`src/rtl/fll_pkg.sv`:
```
package fll_pkg;
  typedef enum logic [1:0] {
    ST_LOCK = 2'd0,
    ST_HOLD = 2'd1,
    ST_UNLK = 2'd2,
    ST_DIS  = 2'd3
  } loop_st_t;

  localparam int AL_N    = 4;
  localparam int AL_UNLK = 0;
  localparam int AL_LO   = 1;
  localparam int AL_HI   = 2;
  localparam int AL_TMO  = 3;
endpackage

```
`src/rtl/fll_avg.sv`:
```
module fll_avg #(
  parameter int SAMP_W = 16,
  parameter int CNT_W  = 16,
  parameter int ACC_W  = 34,
  parameter int CENTRE = 'h6800,
  localparam int OFF_W = SAMP_W + 1
) (
  input  logic                    clk,
  input  logic                    rst_n,
  input  logic                    clr,
  input  logic                    acc_en,
  input  logic                    vote,
  input  logic [SAMP_W-1:0]       samp_val,
  input  logic [CNT_W-1:0]        cycle_len,
  output logic                    last,
  output logic signed [OFF_W-1:0] samp_off,
  output logic signed [ACC_W-1:0] sum_nxt
);
  localparam logic [SAMP_W-1:0] CEN = SAMP_W'(CENTRE);

  logic signed [ACC_W-1:0] acc_q, acc_d, contrib;
  logic [CNT_W-1:0]        cnt_q, cnt_d;
  logic [CNT_W:0]          cnt_inc;

  assign samp_off = $signed({1'b0, samp_val}) - $signed({1'b0, CEN});

  always_comb begin
    if (vote) begin
      if (samp_off > 0)      contrib = ACC_W'(1);
      else if (samp_off < 0) contrib = '1;
      else                   contrib = '0;
    end else begin
      contrib = {{(ACC_W-OFF_W){samp_off[OFF_W-1]}}, samp_off};
    end
  end

  assign sum_nxt = acc_q + contrib;
  assign cnt_inc = {1'b0, cnt_q} + 1'b1;
  assign last    = (cnt_inc >= {1'b0, cycle_len});

  always_comb begin
    acc_d = acc_q;
    cnt_d = cnt_q;
    if (clr) begin
      acc_d = '0;
      cnt_d = '0;
    end else if (acc_en) begin
      if (last) begin
        acc_d = '0;
        cnt_d = '0;
      end else begin
        acc_d = sum_nxt;
        cnt_d = cnt_inc[CNT_W-1:0];
      end
    end
  end

  always_ff @(posedge clk or negedge rst_n) begin
    if (!rst_n) begin
      acc_q <= '0;
      cnt_q <= '0;
    end else if (clr || acc_en) begin
      acc_q <= acc_d;
      cnt_q <= cnt_d;
    end
  end

  // the sample count never passes a nonzero cycle length
  assert_cnt_in_cycle_R2: assert property (@(posedge clk) disable iff (!rst_n)
    (cycle_len != '0) |-> (cnt_q < cycle_len));
endmodule

```
`src/rtl/fll_tune.sv`:
```
module fll_tune #(
  parameter int CODE_W    = 14,
  parameter int FINE_BITS = 4,
  parameter int RST_CODE  = 'h2000,
  localparam int LOAD_W   = CODE_W - FINE_BITS
) (
  input  logic              clk,
  input  logic              rst_n,
  input  logic              step_en,
  input  logic              step_dn,
  input  logic              step_coarse,
  input  logic              load_en,
  input  logic [LOAD_W-1:0] load_val,
  output logic [CODE_W-1:0] code,
  output logic              at_lo,
  output logic              at_hi
);
  localparam int unsigned     STEP  = 1 << FINE_BITS;
  localparam logic [CODE_W:0] MAX_X = {1'b0, {CODE_W{1'b1}}};

  logic [CODE_W-1:0] code_q, code_d, code_nxt;
  logic [CODE_W:0]   amt, up_sum, dn_dif;

  always_comb begin
    amt    = step_coarse ? (CODE_W+1)'(STEP) : (CODE_W+1)'(1);
    up_sum = {1'b0, code_q} + amt;
    dn_dif = {1'b0, code_q} - amt;
    if (step_dn)
      code_nxt = ({1'b0, code_q} < amt) ? '0 : dn_dif[CODE_W-1:0];
    else
      code_nxt = (up_sum > MAX_X) ? '1 : up_sum[CODE_W-1:0];
  end

  assign at_lo = step_en &&  step_dn && (code_nxt == '0);
  assign at_hi = step_en && !step_dn && (code_nxt == '1);

  always_comb begin
    code_d = code_q;
    if (load_en)      code_d = {load_val, {FINE_BITS{1'b0}}};
    else if (step_en) code_d = code_nxt;
  end

  always_ff @(posedge clk or negedge rst_n) begin
    if (!rst_n)                 code_q <= CODE_W'(RST_CODE);
    else if (load_en || step_en) code_q <= code_d;
  end

  assign code = code_q;

  // a downward step never raises the code
  assert_dn_no_wrap_R5: assert property (@(posedge clk) disable iff (!rst_n)
    (step_en && step_dn && !load_en) |=> (code_q <= $past(code_q)));
  // an upward step never lowers the code
  assert_up_no_wrap_R6: assert property (@(posedge clk) disable iff (!rst_n)
    (step_en && !step_dn && !load_en) |=> (code_q >= $past(code_q)));
  // a step moves the code by at most one coarse step
  assert_step_bound_R5: assert property (@(posedge clk) disable iff (!rst_n)
    (step_en && !load_en) |=>
      (((code_q >= $past(code_q)) ? (code_q - $past(code_q))
                                  : ($past(code_q) - code_q)) <= CODE_W'(STEP)));
endmodule

```
`src/rtl/fll_ctrl.sv`:
```
module fll_ctrl
  import fll_pkg::*;
#(
  parameter int OFF_W = 17,
  parameter int CNT_W = 16,
  parameter int ACC_W = 34
) (
  input  logic                    clk,
  input  logic                    rst_n,
  input  logic                    samp_vld,
  input  logic signed [OFF_W-1:0] samp_off,
  input  logic                    last,
  input  logic signed [ACC_W-1:0] sum_nxt,
  input  logic                    cfg_slope_neg,
  input  logic [ACC_W-1:0]        cfg_dead_band,
  input  logic [ACC_W-1:0]        cfg_coarse_thr,
  input  logic [ACC_W-1:0]        cfg_lock_thr,
  input  logic [ACC_W-1:0]        cfg_hold_thr,
  input  logic [CNT_W-1:0]        cfg_hold_wait,
  input  logic                    cmd_enable,
  input  logic                    cmd_disable,
  input  logic                    cmd_tune,
  input  logic                    cmd_alarm_clr,
  input  logic                    at_lo,
  input  logic                    at_hi,
  output logic                    acc_en,
  output logic                    avg_clr,
  output logic                    step_en,
  output logic                    step_dn,
  output logic                    step_coarse,
  output logic                    load_en,
  output loop_st_t                state,
  output logic [AL_N-1:0]         alarms
);
  loop_st_t        st_q, st_d;
  logic [CNT_W-1:0] hold_q, hold_d;
  logic [CNT_W:0]   hold_inc;
  logic             settle_q, settle_d;
  logic [AL_N-1:0]  al_q, al_d, ev_set;
  logic [OFF_W-1:0] abs_off_n;
  logic [ACC_W-1:0] abs_off, abs_sum;

  assign abs_off_n = samp_off[OFF_W-1] ? OFF_W'(-samp_off) : OFF_W'(samp_off);
  assign abs_off   = {{(ACC_W-OFF_W){1'b0}}, abs_off_n};
  assign abs_sum   = sum_nxt[ACC_W-1] ? ACC_W'(-sum_nxt) : ACC_W'(sum_nxt);
  assign hold_inc  = {1'b0, hold_q} + 1'b1;

  assign step_coarse = (abs_sum >= cfg_coarse_thr);
  assign step_dn     = sum_nxt[ACC_W-1] ? cfg_slope_neg : !cfg_slope_neg;

  // next-state logic
  always_comb begin
    st_d      = st_q;
    hold_d    = hold_q;
    settle_d  = settle_q;
    acc_en    = 1'b0;
    avg_clr   = 1'b0;
    step_en   = 1'b0;
    load_en   = 1'b0;
    ev_set    = '0;
    if (cmd_disable) begin
      st_d     = ST_DIS;
      avg_clr  = 1'b1;
      settle_d = 1'b0;
    end else if (st_q == ST_DIS) begin
      if (cmd_enable) begin
        st_d            = ST_UNLK;
        ev_set[AL_UNLK] = 1'b1;
      end else if (cmd_tune) begin
        load_en = 1'b1;
      end
    end else if (samp_vld) begin
      if (settle_q) begin
        settle_d = 1'b0;
      end else begin
        unique case (st_q)
          ST_LOCK: begin
            if (abs_off >= cfg_hold_thr) begin
              st_d    = ST_HOLD;
              hold_d  = '0;
              avg_clr = 1'b1;
            end else begin
              acc_en = 1'b1;
              if (last && (abs_sum >= cfg_dead_band)) begin
                step_en  = 1'b1;
                settle_d = 1'b1;
              end
            end
          end
          ST_HOLD: begin
            if (abs_off < cfg_lock_thr) begin
              st_d = ST_LOCK;
            end else if (hold_inc >= {1'b0, cfg_hold_wait}) begin
              st_d            = ST_UNLK;
              ev_set[AL_UNLK] = 1'b1;
              ev_set[AL_TMO]  = 1'b1;
            end else begin
              hold_d = hold_inc[CNT_W-1:0];
            end
          end
          ST_UNLK: begin
            acc_en = 1'b1;
            if (last) begin
              if (abs_sum >= cfg_dead_band) begin
                step_en  = 1'b1;
                settle_d = 1'b1;
              end
              if (abs_sum < cfg_lock_thr) st_d = ST_LOCK;
            end
          end
          default: ;
        endcase
      end
    end
  end

  always_comb begin
    al_d = cmd_alarm_clr ? '0 : al_q;
    al_d = al_d | ev_set;
    if (at_lo) al_d[AL_LO] = 1'b1;
    if (at_hi) al_d[AL_HI] = 1'b1;
  end

  // registers
  always_ff @(posedge clk or negedge rst_n) begin
    if (!rst_n) begin
      st_q     <= ST_UNLK;
      hold_q   <= '0;
      settle_q <= 1'b0;
      al_q     <= '0;
    end else begin
      st_q     <= st_d;
      hold_q   <= hold_d;
      settle_q <= settle_d;
      al_q     <= al_d;
    end
  end

  assign state  = st_q;
  assign alarms = al_q;

  // in Holdover the counter stays below a nonzero wait limit
  assert_hold_cnt_R9: assert property (@(posedge clk) disable iff (!rst_n)
    ((st_q == ST_HOLD) && (cfg_hold_wait != '0)) |-> (hold_q < cfg_hold_wait));
  // without a clear no alarm bit falls
  assert_alarm_sticky_R12: assert property (@(posedge clk) disable iff (!rst_n)
    !cmd_alarm_clr |=> ((al_q & $past(al_q)) == $past(al_q)));
  // Disabled is left only through an enable command
  assert_dis_exit_R11: assert property (@(posedge clk) disable iff (!rst_n)
    ((st_q == ST_DIS) && !cmd_enable) |=> (st_q == ST_DIS));
endmodule

```
`src/rtl/fll_steer.sv`:
```
module fll_steer
  import fll_pkg::*;
#(
  parameter int SAMP_W    = 16,
  parameter int CNT_W     = 16,
  parameter int ACC_W     = 34,
  parameter int CODE_W    = 14,
  parameter int FINE_BITS = 4,
  parameter int CENTRE    = 'h6800,
  parameter int RST_CODE  = 'h2000,
  localparam int OFF_W    = SAMP_W + 1,
  localparam int LOAD_W   = CODE_W - FINE_BITS
) (
  input  logic              clk,
  input  logic              rst_n,
  input  logic              samp_vld,
  input  logic [SAMP_W-1:0] samp_val,
  input  logic              cfg_vote,
  input  logic              cfg_slope_neg,
  input  logic              cfg_out_ctl,
  input  logic [CNT_W-1:0]  cfg_cycle_len,
  input  logic [ACC_W-1:0]  cfg_dead_band,
  input  logic [ACC_W-1:0]  cfg_coarse_thr,
  input  logic [ACC_W-1:0]  cfg_lock_thr,
  input  logic [ACC_W-1:0]  cfg_hold_thr,
  input  logic [CNT_W-1:0]  cfg_hold_wait,
  input  logic              cmd_enable,
  input  logic              cmd_disable,
  input  logic              cmd_tune,
  input  logic [LOAD_W-1:0] tune_coarse,
  input  logic              cmd_alarm_clr,
  output logic [CODE_W-1:0] tune_code,
  output logic [1:0]        loop_state,
  output logic [AL_N-1:0]   alarm_flags,
  output logic              ref_out_en
);
  logic [1:0]              rsync_q;
  logic                    rst_n_s;
  logic                    last, acc_en, avg_clr, step_en, step_dn, step_coarse, load_en;
  logic                    at_lo, at_hi;
  logic signed [OFF_W-1:0] samp_off;
  logic signed [ACC_W-1:0] sum_nxt;
  loop_st_t                state;

  // reset asserts at once, releases on the clock
  always_ff @(posedge clk or negedge rst_n) begin
    if (!rst_n) rsync_q <= '0;
    else        rsync_q <= {rsync_q[0], 1'b1};
  end
  assign rst_n_s = rsync_q[1];

  fll_avg #(.SAMP_W(SAMP_W), .CNT_W(CNT_W), .ACC_W(ACC_W), .CENTRE(CENTRE)) u_avg (
    .clk(clk), .rst_n(rst_n_s), .clr(avg_clr), .acc_en(acc_en), .vote(cfg_vote),
    .samp_val(samp_val), .cycle_len(cfg_cycle_len), .last(last),
    .samp_off(samp_off), .sum_nxt(sum_nxt));

  fll_ctrl #(.OFF_W(OFF_W), .CNT_W(CNT_W), .ACC_W(ACC_W)) u_ctrl (
    .clk(clk), .rst_n(rst_n_s), .samp_vld(samp_vld), .samp_off(samp_off),
    .last(last), .sum_nxt(sum_nxt), .cfg_slope_neg(cfg_slope_neg),
    .cfg_dead_band(cfg_dead_band), .cfg_coarse_thr(cfg_coarse_thr),
    .cfg_lock_thr(cfg_lock_thr), .cfg_hold_thr(cfg_hold_thr),
    .cfg_hold_wait(cfg_hold_wait), .cmd_enable(cmd_enable),
    .cmd_disable(cmd_disable), .cmd_tune(cmd_tune), .cmd_alarm_clr(cmd_alarm_clr),
    .at_lo(at_lo), .at_hi(at_hi), .acc_en(acc_en), .avg_clr(avg_clr),
    .step_en(step_en), .step_dn(step_dn), .step_coarse(step_coarse),
    .load_en(load_en), .state(state), .alarms(alarm_flags));

  fll_tune #(.CODE_W(CODE_W), .FINE_BITS(FINE_BITS), .RST_CODE(RST_CODE)) u_tune (
    .clk(clk), .rst_n(rst_n_s), .step_en(step_en), .step_dn(step_dn),
    .step_coarse(step_coarse), .load_en(load_en), .load_val(tune_coarse),
    .code(tune_code), .at_lo(at_lo), .at_hi(at_hi));

  assign loop_state = state;
  assign ref_out_en = !cfg_out_ctl || (state == ST_LOCK) || (state == ST_HOLD);

  // the tuning code is frozen across a Holdover cycle
  assert_hold_frozen_R8: assert property (@(posedge clk) disable iff (!rst_n_s)
    (loop_state == 2'(ST_HOLD)) |=> $stable(tune_code));
  // arriving in Unlocked leaves the unlock alarm set
  assert_unlk_alarm_R12: assert property (@(posedge clk) disable iff (!rst_n_s)
    $rose(loop_state == 2'(ST_UNLK)) |-> alarm_flags[AL_UNLK]);
  // while disabled the code changes only by a manual load
  assert_dis_code_R11: assert property (@(posedge clk) disable iff (!rst_n_s)
    ((loop_state == 2'(ST_DIS)) && !cmd_tune) |=> $stable(tune_code));
endmodule

```
`config.mk`:
```
export PLATFORM = sky130hd
export DESIGN_NAME = fll_steer
export DESIGN_NICKNAME = d
export VERILOG_FILES = /design/src/rtl/fll_pkg.sv /design/src/rtl/fll_avg.sv /design/src/rtl/fll_tune.sv /design/src/rtl/fll_ctrl.sv /design/src/rtl/fll_steer.sv
export SDC_FILE = /design/constraint.sdc
export NUM_CORES = 1
export LEC_CHECK = 0
export ABC_AREA = 1
export CORE_UTILIZATION = 50
export DETAILED_ROUTE_END_ITERATION = 6
export PLACE_DENSITY = 0.75
export SYNTH_ARGS = -nofsm -noshare
export SYNTH_HDL_FRONTEND = slang
export SYNTH_HIERARCHICAL = 1
export SYNTH_SLANG_ARGS = --single-unit
```
`constraint.sdc`:
```
create_clock -name clk -period 3.8 [get_ports clk]
set_input_delay 1.14 -clock clk [delete_from_list [all_inputs] [get_ports clk]]
set_output_delay 1.14 -clock clk [all_outputs]
set_load 0.01 [all_outputs]
```
# Word level (Yosys, flattened, before mapping)
# Cells that the tools add are included.
[word_totals]
reg_bits = 89
input_bits = 204
output_inout_bits = 21
elab_cells = 144
[classes]
n_addsub = 8
n_lt_le_gt_ge = 11
eq_ne = 14
n_mux = 74
bitwise = 4
n_reduce_logical = 25
[op_table]
columns = ["op", "n"]
rows = [
  ["$mux W34", 7],
  ["$mux W16", 6],
  ["$mux W14", 5],
  ["$ge A34 B34 Y1", 2],
  ["$mux W1", 39],
  ["$add A16 B1 Y17 const B", 2],
  ["$add A34 B34 Y34", 1],
  ["$ge A17 B16 Y1", 2],
  ["$ge A17 B34 Y1", 1],
  ["$lt A17 B34 Y1", 1],
  ["$lt A34 B34 Y1", 1],
  ["$neg A34 Y34", 1],
  ["$pmux W16 S2", 1],
  ["$mux W2", 10],
  ["$gt A17 B1 Y1 const B", 1],
  ["$lt A17 B1 Y1 const B", 1],
  ["$mux W17", 1],
  ["$neg A17 Y17", 1],
  ["$sub A16 B15 Y17 const B", 1],
  ["$reduce_and A8 Y1", 2],
  ["$add A14 B15 Y15", 1],
  ["$gt A15 B14 Y1 const B", 1],
  ["$lt A14 B15 Y1", 1],
  ["$eq A14 B14 Y1 const B", 1],
  ["other kinds (23)", 46],
]

# Longest topological paths before layout
[logic_depth]
ltp_word = 20
depth_mapped = 52
mapped_depth_nobuf = 52

# By module
# Netlist, hierarchy kept.
[modules_own_cells]
columns = ["module", "instances", "cells_per_inst", "area_each_um2", "seq_area_each_um2"]
rows = [
  ["fll_ctrl", 1, 1095, 6870.3, 576.8],
  ["fll_avg", 1, 928, 5720.5, 1251.2],
  ["fll_tune", 1, 297, 1783.0, 351.6],
  ["fll_steer", 1, 4, 57.6, 50.0],
]

# Worst setup path after synthesis
# Ideal clock, no wire load.
[synth_path]
path_kind = "in2reg"
from = "input port samp_val[12]"
to = "register u_ctrl.al_q[1] (netlist: u_ctrl/alarms[1])"
setup_ns = 0.078
arrival_time_ns = 6.934
required_time_ns = 3.722
setup_slack_ns = -3.212
cell_stages = 44
n_path_buf = 0
path_cell_list = "o21a_1 > inv_1 > o21ai_1 > inv_1 > nor2_2 > nand3_1 > o21ai_0 > inv_1 > ha_1 > fa_1 > nand2_1 > nand3_1 > and2_1 > nand4_1 > nand3_1 > xor2_1 > inv_1 > nor4_1 > [... 8 more ...] > nor4_1 > a31o_2 > o21bai_1 > inv_1 > ha_1 > ha_1 > nand2_1 > inv_1 > nand2_2 > nand2_4 > nand3_4 > nand3_1 > nand2_1 > nand2_2 > nor3_1 > nand2_1 > nor2_1 > o21bai_1"
[synth_between]
word_cells_on_any_way = 37
[synth_rtl]
columns = ["item", "line", "source"]
rows = [
  ["start, declared", "fll_steer.sv:17", "input logic [SAMP_W-1:0] samp_val,"],
  ["$sub A16 B15 Y17 *", "fll_avg.sv:25", "assign samp_off = $signed({1'b0, samp_val}) - $signed({1'b0, CEN});"],
  ["net samp_off[16]", "fll_steer.sv:41", "logic signed [OFF_W-1:0] samp_off;"],
  ["$lt A17 B1 Y1", "fll_avg.sv:30", "else if (samp_off < 0) contrib = '1;"],
  ["$mux W34", "fll_avg.sv:30", ""],
  ["$mux W34", "fll_avg.sv:29", "if (samp_off > 0) contrib = ACC_W'(1);"],
  ["$mux W34 *", "fll_avg.sv:28", "if (vote) begin"],
  ["$add A34 B34 Y34 *", "fll_avg.sv:37", "assign sum_nxt = acc_q + contrib;"],
  ["net sum_nxt[20]", "fll_steer.sv:42", "logic signed [ACC_W-1:0] sum_nxt;"],
  ["[... 3 more ...]", "--", ""],
  ["net step_coarse", "fll_steer.sv:39", "logic last, acc_en, avg_clr, step_en, step_dn, step_coarse, load_en;"],
  ["[... 2 more ...]", "--", ""],
  ["$gt A15 B14 Y1", "fll_tune.sv:31", "code_nxt = (up_sum > MAX_X) ? '1 : up_sum[CODE_W-1:0];"],
  ["$mux W14", "fll_tune.sv:31", ""],
  ["$mux W14 *", "fll_tune.sv:28", "if (step_dn)"],
  ["$logic_not A14 Y1 *", "fll_tune.sv:34", "assign at_lo = step_en && step_dn && (code_nxt == '0);"],
  ["$logic_and A1 B1 Y1 *", "fll_tune.sv:34", ""],
  ["net at_lo", "fll_steer.sv:40", "logic at_lo, at_hi;"],
  ["$mux W1 *", "fll_ctrl.sv:120", "if (at_lo) al_d[AL_LO] = 1'b1;"],
  ["net u_ctrl.al_d[1]", "fll_ctrl.sv:39", "logic [AL_N-1:0] al_q, al_d, ev_set;"],
  ["end signal, assigned", "fll_ctrl.sv:135", "al_q <= al_d;"],
  ["end, declared", "fll_ctrl.sv:39", ""],
]
# The timed path passes the listed nets; every way through them passes the cells marked *.
# A chain may end at the register's enable or synchronous reset.

# Final worst setup path
[layout_path]
from = "input port samp_val[13]"
to = "register u_ctrl.al_q[1] (netlist: u_ctrl/alarms[1])"
[layout_between]
word_cells_on_any_way = 37
[layout_rtl]
columns = ["item", "line"]
rows = [
  ["$sub A16 B15 Y17 *", "fll_avg.sv:25"],
  ["net samp_off[16]", "fll_steer.sv:41"],
  ["$lt A17 B1 Y1", "fll_avg.sv:30"],
  ["$mux W34", "fll_avg.sv:30"],
  ["$mux W34 *", "fll_avg.sv:29"],
  ["$mux W34 *", "fll_avg.sv:28"],
  ["$add A34 B34 Y34 *", "fll_avg.sv:37"],
  ["net sum_nxt[13]", "fll_steer.sv:42"],
  ["[... 3 more ...]", "--"],
  ["net step_coarse", "fll_steer.sv:39"],
  ["[... 2 more ...]", "--"],
  ["$gt A15 B14 Y1", "fll_tune.sv:31"],
  ["$mux W14", "fll_tune.sv:31"],
  ["$mux W14 *", "fll_tune.sv:28"],
  ["$logic_not A14 Y1 *", "fll_tune.sv:34"],
  ["$logic_and A1 B1 Y1 *", "fll_tune.sv:34"],
  ["net at_lo", "fll_steer.sv:40"],
  ["$mux W1 *", "fll_ctrl.sv:120"],
  ["net u_ctrl.al_d[1]", "fll_ctrl.sv:39"],
]
# Marked as above.

==> flow_summary.rst <==
.. list-table::
   :header-rows: 1

   * - Metric
     - Value
   * - Period minus WS final
     - 7250 ps
   * - Total count of hold-check failures in the final report
     - 0
   * - CP endpoint kind
     - flip-flop
   * - Share of synthesized flip-flops with an asynchronous set or reset
     - 1.000
   * - Number of standard-cell rows in the floorplan
     - 61
   * - Worst-case headroom to the max-slew limit
     - 0.3924
   * - Leading post-synthesis cells by cell area
     - sky130_fd_sc_hd__ha_1, sky130_fd_sc_hd__nand2_1, sky130_fd_sc_hd__dfrtp_1
   * - Reg-to-reg slack, setup
     - -2210 ps
   * - Post-Layout Cell Count
     - 3305
   * - All-Layer GR Usage
     - 0.3747
   * - Placed Cells
     - 3222
   * - Global routing's busiest layer
     - met2
   * - Total wire length
     - 57740 um
   * - Final cycle utilization of the critical path
     - 1.908
   * - Post-route total power
     - 9.562 mW
   * - RSZ-0062 raised after global routing
     - true
   * - Synth Warn #
     - 6
   * - Class of the most critical setup path
     - in -> reg
   * - Share of the synthesized area in the top cell type
     - 0.1855
   * - FF-to-FF path depth
     - 40
   * - Met1 Use GR
     - 0.4468
   * - Clock buffer depth
     - 2
   * - Drt drc
     - 0
   * - Launch point of the worst hold path
     - rsync_q[0]
   * - Leading register cell type out of synthesis
     - sky130_fd_sc_hd__dfrtp_1
   * - Mean cell area of the mapped netlist
     - 6.210 um2
   * - Worst-path cell with the longest stage delay
     - sky130_fd_sc_hd__ha_1
   * - Cell area after technology mapping
     - 14430 um2
   * - Horizontal die dimension
     - 171.9 um
   * - Global routing usage on met2
     - 0.6394
   * - Global-route wire length before repair
     - 85910 um
   * - Longest individual stage delay on the worst path
     - 350 ps
   * - Final Max Slew Viols
     - 0
   * - Least-Margin Pin Slew
     - 911.5 ps
   * - Master cell of the clock root buffer
     - sky130_fd_sc_hd__clkbuf_16
   * - Area growth, synth to finish
     - 51.74%
   * - Insertion delay to the later sink of the worst-skew pair
     - 370 ps
   * - Worst Clk Skew
     - 8.920 ps
   * - Cell class contributing the biggest share of worst-path delay
     - simple AND/OR/NAND/NOR gates
   * - Reg2Reg Capture Point
     - u_ctrl/alarms[1]
   * - Final RePlAce weighted congestion
     - 1.009
   * - Die outline area
     - 29550 um2
   * - Initial antenna violation count
     - 1
   * - Cell type with the largest total area after synthesis
     - sky130_fd_sc_hd__ha_1
   * - R2r startpoint
     - u_avg/acc_q[10]
   * - Overflow after GRT
     - 0
   * - End point of the most critical hold path
     - rsync_q[1]
   * - Number of different library cells in the post-synthesis netlist
     - 60
   * - Total of hold buffers inserted after clock tree synthesis
     - 0
   * - Maximum operating frequency
     - 137.9 MHz
   * - Violated checks
     - setup timing
   * - Setup crit start
     - samp_val[13]
   * - Highest net fanout along the worst path
     - 7
   * - EDFF count, synth
     - 0
   * - Fraction of final layout cells with drive strength greater than 1
     - 0.2749
   * - Top Ports
     - 225
   * - Via count
     - 17630
   * - Die Height
     - 171.9 um
   * - Hold Crit Depth
     - 0
   * - Cells after synthesis
     - 2324
   * - Power per standard cell area
     - 436.7 nW/um2
   * - DRT iter0 DRCs
     - 1259
   * - First-pass iteration count of the detailed router
     - 5
   * - Port Buf Inserts
     - 224
   * - Mean number of vias per cell
     - 5.336
   * - Buf+Inv Stages, Crit Path
     - 11
   * - Startpoint type of the worst setup path
     - input pin
   * - HPWL after DPL
     - 43850 um
   * - Average wire per standard cell
     - 17.47 um
   * - Met3 track demand over resource in global routing
     - 0.06134
   * - Via count of the first global-routing pass
     - 17330
   * - Number of max-capacitance violations reported
     - 0
   * - Data arrival at the endpoint of the critical path
     - 7540 ps
   * - Clock Pin Slew Worst Setup and Hold Paths
     - 80 ps
   * - Final worst-path setup slack
     - -3450 ps
   * - Required time of the critical path
     - 4090 ps
   * - Remaining number of nets flagged by the antenna check after routing
     - 0
   * - Final Net Count
     - 3339
   * - Number of filler cells placed in the layout
     - 2092
   * - TritonCTS clock tree
     - done
   * - Flip-flop and latch count after synthesis
     - 89
   * - Portion of the post-synthesis area used by sequential elements
     - 0.1545
   * - Maximum ir drop on the vdd rail
     - 389.3 uV
   * - Static leakage
     - 11.99 nW
   * - Mapped Nets
     - 2743
   * - Starting density of the core
     - 0.5138
   * - CTS buffer count
     - 9
   * - Total number of clock tree sinks
     - 89
   * - Largest net degree at the start of global routing
     - 60
   * - Core region area
     - 28090 um2
   * - Final setup violating endpoints
     - 87
   * - Path length in cells of the critical path
     - 49
   * - Status
     - finished, violations left
   * - H-Tree Level Count
     - 3
   * - Class of the tightest hold or removal check
     - reg -> reg
## through the flow
stage	hold WS, ps	setup slack, ps	setup TNS (ps)	cell area [um2]	util
floorplan	331.2	-2962	-59080	14670	-
global placement	344.0	-4065	-168810	19720	0.7022
detailed placement	335.7	-4191	-178540	19720	0.7022
CTS	364.6	-3072	-109080	20840	0.7418
global route	365.7	-3935	-119120	21890	0.7795
finish	362.5	-3450	-97460	21900	0.7797
## cells by family (layout without fill, tap and decap cells)
family	after synthesis	after routing	synth area share
AOI/OAI and AO/OA	247	247	0.09424
xor gates and xnor gates	95	95	0.06078
adders and majority gates	215	215	0.1869
buffers and inverters	501	1100	0.1372
DFF	89	89	0.1545
other	1	3	0.0002599
and+or+nand+nor	1176	1178	0.3660
## where the power goes
part	switching [mW]	leakage (nW)	internal [mW]	total (mW)
sequential	0.266	1.20	1.09	1.35
clock	0.476	0.138	0.452	0.929
combinational	3.99	10.7	3.29	7.28
total	4.73	12.0	4.83	9.56
## worst max path at each step
stage,to,slack (ps)
after floorplan,u_ctrl/alarms[1],-2960
after global placement,u_ctrl/alarms[2],-4070
after detailed placement,u_ctrl/alarms[1],-4190
after CTS,u_ctrl/alarms[1],-3070
after global routing,u_ctrl/alarms[2],-3930
final,u_ctrl/alarms[1],-3450
## area by class of cell
class | count | area (um2) | area share
sequential | 89 | 2233 | 0.1020
timing repair inverter | 1 | 8.758 | 0.0004000
tap | 378 | 473.0 | 0.02160
multi-input combinational | 1736 | 11660 | 0.5323
clock buffer | 9 | 225.2 | 0.01028
clock inverter | 7 | 55.05 | 0.002514
inverter | 463 | 1788 | 0.08165
antenna | 2 | 5.005 | 0.0002285
timing repair buffer | 620 | 5453 | 0.2490
## timing repair
item / in CTS / in global routing
setup endpoints to repair: 87 / 87
resized for setup: 157 / 228
cloned: 4 / 3
pin swaps: 74 / 86
setup buffers: 27 / 34
## cells in the mapped netlist (20+ instances only)
library cell / count
sky130_fd_sc_hd__nand2_1: 661
sky130_fd_sc_hd__inv_1: 451
sky130_fd_sc_hd__ha_1: 214
sky130_fd_sc_hd__nor2_1: 205
sky130_fd_sc_hd__nand3_1: 122
sky130_fd_sc_hd__a21oi_1: 110
sky130_fd_sc_hd__dfrtp_1: 87
sky130_fd_sc_hd__o21ai_0: 65
sky130_fd_sc_hd__xor2_1: 65
sky130_fd_sc_hd__nand4_1: 38
sky130_fd_sc_hd__nand2_2: 34
sky130_fd_sc_hd__nor3_1: 30
sky130_fd_sc_hd__xnor2_1: 24
sky130_fd_sc_hd__o21ai_1: 20
## placed cells by master, fill, tap and decap left out, types with 45 or more instances in the layout
cell type                         netlist  layout
sky130_fd_sc_hd__a21oi_1              110      94
sky130_fd_sc_hd__buf_4                 16     361
sky130_fd_sc_hd__clkdlybuf4s50_1        0     207
sky130_fd_sc_hd__dfrtp_1               87      86
sky130_fd_sc_hd__ha_1                 214     192
sky130_fd_sc_hd__inv_1                451     429
sky130_fd_sc_hd__nand2_1              661     595
sky130_fd_sc_hd__nand2_2               34      83
sky130_fd_sc_hd__nand3_1              122     102
sky130_fd_sc_hd__nor2_1               205     152
sky130_fd_sc_hd__nor2_2                14      52
sky130_fd_sc_hd__o21ai_0               65      45
sky130_fd_sc_hd__xor2_1                65      51
## metal layers
layer | wire (um) | part of all wire | vias to the layer above
met5 | 0 | 0 | -
met4 | 3406 | 0.059 | 0
met3 | 4582 | 0.079 | 225
met2 | 26890 | 0.47 | 816
met1 | 22860 | 0.40 | 8085
li1 | - | - | 8508
## sequential cells by signal, summed over array words and instances (netlist names)
name / flops
rsync_q: 2
u_ctrl/hold_q: 16
u_tune/code: 14
u_ctrl/state: 2
u_avg/cnt_q: 16
u_ctrl/alarms: 4
u_ctrl/settle_q: 1
u_avg/acc_q: 34
Power figures use the tool's default switching activity.
